**src/rtl/pfd_pkg.sv**
```systemverilog
package pfd_pkg;

  typedef enum logic [1:0] {
    PS_IDLE = 2'd0,
    PS_UP   = 2'd1,
    PS_DN   = 2'd2
  } pfd_state_e;

  // Next state from the current state and the two edge events of one cycle.
  function automatic pfd_state_e pfd_step(pfd_state_e cur, logic ra, logic rb);
    pfd_state_e nxt;
    nxt = cur;
    if (ra && rb) begin
      nxt = PS_IDLE;
    end else begin
      case (cur)
        PS_IDLE: nxt = ra ? PS_UP : (rb ? PS_DN : PS_IDLE);
        PS_UP:   nxt = rb ? PS_IDLE : PS_UP;
        PS_DN:   nxt = ra ? PS_IDLE : PS_DN;
        default: nxt = PS_IDLE;
      endcase
    end
    return nxt;
  endfunction

  function automatic logic drive_en(pfd_state_e st);
    return (st == PS_UP) || (st == PS_DN);
  endfunction

  function automatic logic drive_lvl(pfd_state_e st);
    return st == PS_UP;
  endfunction

endpackage

```
**src/rtl/pfd_edge_sync.sv**
```systemverilog
module pfd_edge_sync #(
  parameter int STAGES = 2
) (
  input  logic clk,
  input  logic rst,
  input  logic din,
  output logic rise
);
  localparam int DEPTH = STAGES + 1;

  logic [DEPTH-1:0] pipe_q;

  always_ff @(posedge clk) begin
    if (rst) pipe_q <= '0;
    else     pipe_q <= {pipe_q[DEPTH-2:0], din};
  end

  assign rise = pipe_q[STAGES-1] & ~pipe_q[STAGES];

  // an edge event is a single-cycle pulse; a held level gives no second event.
  p_rise_single_r6: assert property (@(posedge clk) disable iff (rst)
    rise |=> !rise);

endmodule

```
**src/rtl/pfd_fsm.sv**
```systemverilog
module pfd_fsm
  import pfd_pkg::*;
(
  input  logic       clk,
  input  logic       rst,
  input  logic       rise_a,
  input  logic       rise_b,
  output pfd_state_e state
);
  pfd_state_e state_q;
  logic       ev_coincident;
  logic       ev_none;

  assign ev_coincident = rise_a & rise_b;
  assign ev_none       = ~rise_a & ~rise_b;

  always_ff @(posedge clk) begin
    if (rst) state_q <= PS_IDLE;
    else     state_q <= pfd_step(state_q, rise_a, rise_b);
  end

  assign state = state_q;

  p_up_from_a_r2: assert property (@(posedge clk) disable iff (rst)
    (state_q == PS_IDLE && rise_a && !rise_b) |=> state_q == PS_UP);

  p_dn_from_b_r3: assert property (@(posedge clk) disable iff (rst)
    (state_q == PS_IDLE && rise_b && !rise_a) |=> state_q == PS_DN);

  p_up_ends_r4: assert property (@(posedge clk) disable iff (rst)
    (state_q == PS_UP && rise_b) |=> state_q == PS_IDLE);

  p_dn_ends_r4: assert property (@(posedge clk) disable iff (rst)
    (state_q == PS_DN && rise_a) |=> state_q == PS_IDLE);

  p_hold_no_edge_r6: assert property (@(posedge clk) disable iff (rst)
    ev_none |=> $stable(state_q));

  p_coincident_r7: assert property (@(posedge clk) disable iff (rst)
    ev_coincident |=> state_q == PS_IDLE);

  p_no_direct_swap_r8: assert property (@(posedge clk) disable iff (rst)
    (state_q == PS_UP) |=> state_q != PS_DN);

endmodule

```
**src/rtl/pfd_lock_top.sv**
```systemverilog
module pfd_lock_top
  import pfd_pkg::*;
#(
  parameter int SYNC_STAGES = 2
) (
  input  logic clk,
  input  logic rst,
  input  logic sig_a,
  input  logic sig_b,
  output logic pump_en,
  output logic pump_lvl,
  output logic lock_flag
);
  localparam int NCH = 2;

  logic [NCH-1:0] raw_in;
  logic [NCH-1:0] rise_v;
  pfd_state_e     cur_state;

  assign raw_in = {sig_b, sig_a};

  for (genvar g = 0; g < NCH; g++) begin : g_chan
    pfd_edge_sync #(.STAGES(SYNC_STAGES)) u_sync (
      .clk  (clk),
      .rst  (rst),
      .din  (raw_in[g]),
      .rise (rise_v[g])
    );
  end

  pfd_fsm u_fsm (
    .clk    (clk),
    .rst    (rst),
    .rise_a (rise_v[0]),
    .rise_b (rise_v[1]),
    .state  (cur_state)
  );

  assign pump_en   = drive_en(cur_state);
  assign pump_lvl  = drive_lvl(cur_state);
  assign lock_flag = (cur_state == PS_IDLE);

  // released output carries level 0; a high pulse never turns straight into low.
  p_lvl_released_r8: assert property (@(posedge clk) disable iff (rst)
    !pump_en |-> !pump_lvl);

  p_pulse_polarity_r8: assert property (@(posedge clk) disable iff (rst)
    (pump_en && pump_lvl) |=> (!pump_en || pump_lvl));

endmodule

```
**config.mk**
```make
export PLATFORM = sky130hd
export DESIGN_NAME = pfd_lock_top
export DESIGN_NICKNAME = d
export VERILOG_FILES = /design/src/rtl/pfd_pkg.sv /design/src/rtl/pfd_edge_sync.sv /design/src/rtl/pfd_fsm.sv /design/src/rtl/pfd_lock_top.sv
export SDC_FILE = /design/constraint.sdc
export NUM_CORES = 1
export LEC_CHECK = 0
export BUFFER_PORTS_ARGS = -buffer_cell sky130_fd_sc_hd__buf_2
export CAP_MARGIN = 20
export CORE_AREA = 4 4 41 43
export DETAILED_ROUTE_END_ITERATION = 8
export DIE_AREA = 0 0 45 47
export PLACE_DENSITY = 0.4
export SETUP_SLACK_MARGIN = 0.15
export SLEW_MARGIN = 20
export SYNTH_ARGS = -nofsm -noshare
export SYNTH_HDL_FRONTEND = slang
export SYNTH_SLANG_ARGS = --single-unit
```
**constraint.sdc**
```tcl
create_clock -name clk -period 1.4 [get_ports clk]
set_clock_uncertainty 0.15 [all_clocks]
set_input_delay 0.07 -clock clk [delete_from_list [all_inputs] [get_ports clk]]
set_output_delay 0.07 -clock clk [all_outputs]
set_load 0.01 [all_outputs]
```
==> impl_results.md <==
- Max incr delay on CP: 0.35 ns
- Comb power frac: 0.135
- ANT nets after route: 0
- Design area: 469 sq um
- Post-Route WL: 587 microns
- Initial DRC count: 1
- Hpwl dp: 410 microns
- CTS Sinks: 8
- # rows: 13
- Vias in the first global route: 244
- Crit-path cells: inv_2 -> ha_4 -> nand3b_1 -> a2111oi_2
- DRC Markers: 0
- DP Cell Count: 49
- Reg power frac: 0.514
- H-Tree Depth: 1
- #FFs+latches synth: 8
- Largest net degree at the start of global routing: 9
- # IOs: 7
- CORE AREA: 1300 sq um
- Worst hold path class: flip-flop to flip-flop
- Via count: 236
- Net switching power: 0.0995 mW
- Die Y-Extent: 47 microns
- N_diodes: 0
- Setup ws final: 0.162 ns
- CP delay by family, top: compound AO/OA/AOI/OAI gates
- Synth unique cells: 7
- Tmin final: 1.24 ns
- Die X: 45 microns
- Placed cell area: 374 sq um
- Post-Syn Nets: 36
- Initial antenna violation count: 0
- WP buf/inv: 1
- Avg Cell Area, Syn: 11.5 sq um
- Worst IR Drop VDD: 0.000439 V
- CP required: 1.39 ns
- Synth-to-Final Area Change: 45.3%
- Reg2reg setup slack: 0.16 ns
- Mapped Area: 323 sq um
- Max Fclk: 0.807 GHz
- CTS max path bufs: 2
- Crit. End Element: flip-flop
- Tot Pwr: 0.473 mW
- Internal power: 0.374 mW
- CP Max Fanout: 3
- Leakage: 0.197 nW
- Clk slew on worst S/H paths: 0.05 ns
- Finish-stage setup viols: 0
- Rel. slew slack: 0.832
- Buffers on Ports: 6
- Clock root buffer: clkbuf_4
- Net Sw Frac: 0.210
- Period utilization: 0.885
- Status: finished, final reports clean
- Synth Instances: 28
- Layout cells sized above 1: 0.452
- Terminus of the critical flop-to-flop path: u_fsm.state[0]
- Max-Cap Viols: 0
- Die ar.: 2120 sq um
- Cell area power density: 1010 nW/um^2
- Overall Global Routing Usage: 0.0745
- Final Hold Fails: 0
- Arrival @ worst endpoint: 1.22 ns
- Tightest Pin Transition: 0.251 ns
- Via-to-Cell Ratio: 4.14
- R2R depth: 4
- CTS tree: built
- Worst Hold Depth: 1
- Total congestion overflow: 0
- Worst-Skew Late Latency: 0.24 ns
- Worst hold start: g_chan[0].u_sync.pipe_q[0]
- Clock power share: 0.351
- CP max stage cell: a2111oi_2
- Register area share after synthesis: 0.496
- First-pass GRT wire length: 1020 microns
- CP startpoint kind: flip-flop
- Yosys Warn Count: 0
- Final nets: 52
- CP Depth: 4
- Hold EP: g_chan[0].u_sync.pipe_q[1]
- WL per Instance: 10.3 microns
- 1st-pass router iterations: 2
- Final Non-Filler Cells: 57
- Final core utilization: 0.361
- Setup TNS: 0 ns
- Critical path class: flip-flop to flip-flop
- Critical R2R Launch: u_fsm.state[0]
- RSZ-0062 raised after global routing: yes
- Final RePlAce weighted congestion: 0.745
- Fin. max-slew vios: 0
- Hold WS: 0.285 ns
- DP Worst Slack: 0.0601 ns
- Initial Util: 0.248
- CTS Buf Count: 3
-- power by group through the flow --
stage | Combinational [mW] | Sequential (mW) | Clock [mW]
global route | 0.0728 | 0.244 | 0.188
floorplan | 0.0276 | 0.246 | 0
detailed placement | 0.0437 | 0.248 | 0
CTS | 0.0595 | 0.243 | 0.177
finish | 0.0639 | 0.243 | 0.166
global placement | 0.0416 | 0.247 | 0
-- synth_stat cells, drive strengths merged --
master / number / share of area
ha: 4 / 0.16
nand3b: 2 / 0.046
and2b: 2 / 0.046
nor2b: 6 / 0.12
a2111oi: 2 / 0.093
dfxtp: 8 / 0.50
inv: 4 / 0.046
-- final cells by class --
| cell class | count | area, sq um |
|---|---|---|
| Timing Repair Buffer | 11 | 87.6 |
| Multi-Input combinational cell | 16 | 163 |
| Sequential cell | 8 | 163 |
| Inverter | 4 | 15.0 |
| Clock buffer | 3 | 22.5 |
| Fill cell | 145 | 832 |
| Tap cell | 15 | 18.8 |
-- cell families after synthesis --
logic type | Yosys count | synth area share
DFF | 8 | 0.496
AOI/OAI and AO/OA | 2 | 0.0930
and+or+nand+nor | 10 | 0.209
adders and majority gates | 4 | 0.155
buffers and inverters | 4 | 0.0465
-- sequential cells by signal (all words and copies together) (netlist names) --
register and count:
u_fsm.state 2, g_chan.u_sync.pipe_q 6
-- per-layer routing --
metal  track usage  wire [microns]
met5             0               0
met4        0.0702               4
met3        0.0383              40
met2         0.119             313
met1        0.0690             228
-- worst max-delay path by stage --
stage | startpoint | end | slack, ns
2_1_floorplan | u_fsm.state[1] | u_fsm.state[0] | 0.15
4_1_cts | u_fsm.state[0] | pump_en | 0.12
6_report | u_fsm.state[0] | u_fsm.state[0] | 0.16
3_3_place_gp | u_fsm.state[0] | u_fsm.state[0] | 0.15
3_5_place_dp | u_fsm.state[0] | u_fsm.state[0] | 0.06
5_1_grt | u_fsm.state[0] | u_fsm.state[0] | 0.07
-- cell usage in the layout (no fill, tap or decap) --
cell           count
nor2b_1            6
ha_1               2
inv_2              2
and2b_1            2
clkbuf_4           3
a2111oi_2          2
dlygate4sd3_1      3
inv_1              2
ha_4               1
dfxtp_2            2
nand3b_1           2
buf_2              4
ha_2               1
dfxtp_1            6
buf_4              2
buf_6              2
-- worst reg2reg max path, cell delays in order, from the launching register on --
cell       delay (ns)
dfxtp_2          0.32
inv_2            0.07
ha_4             0.14
nand3b_1         0.09
a2111oi_2        0.35
-- timing repair --
| action | 4_1_cts | 5_1_grt |
|---|---|---|
| gates resized for setup | 5 | 3 |
| hold buffers | 3 | 0 |
| pin swaps | 2 | 2 |
| endpoints found under the setup margin | 4 | 4 |
| hold endpoints to repair | 8 | 0 |
| buffers inserted | 2 | 0 |
(Power assumes the default switching activity.)
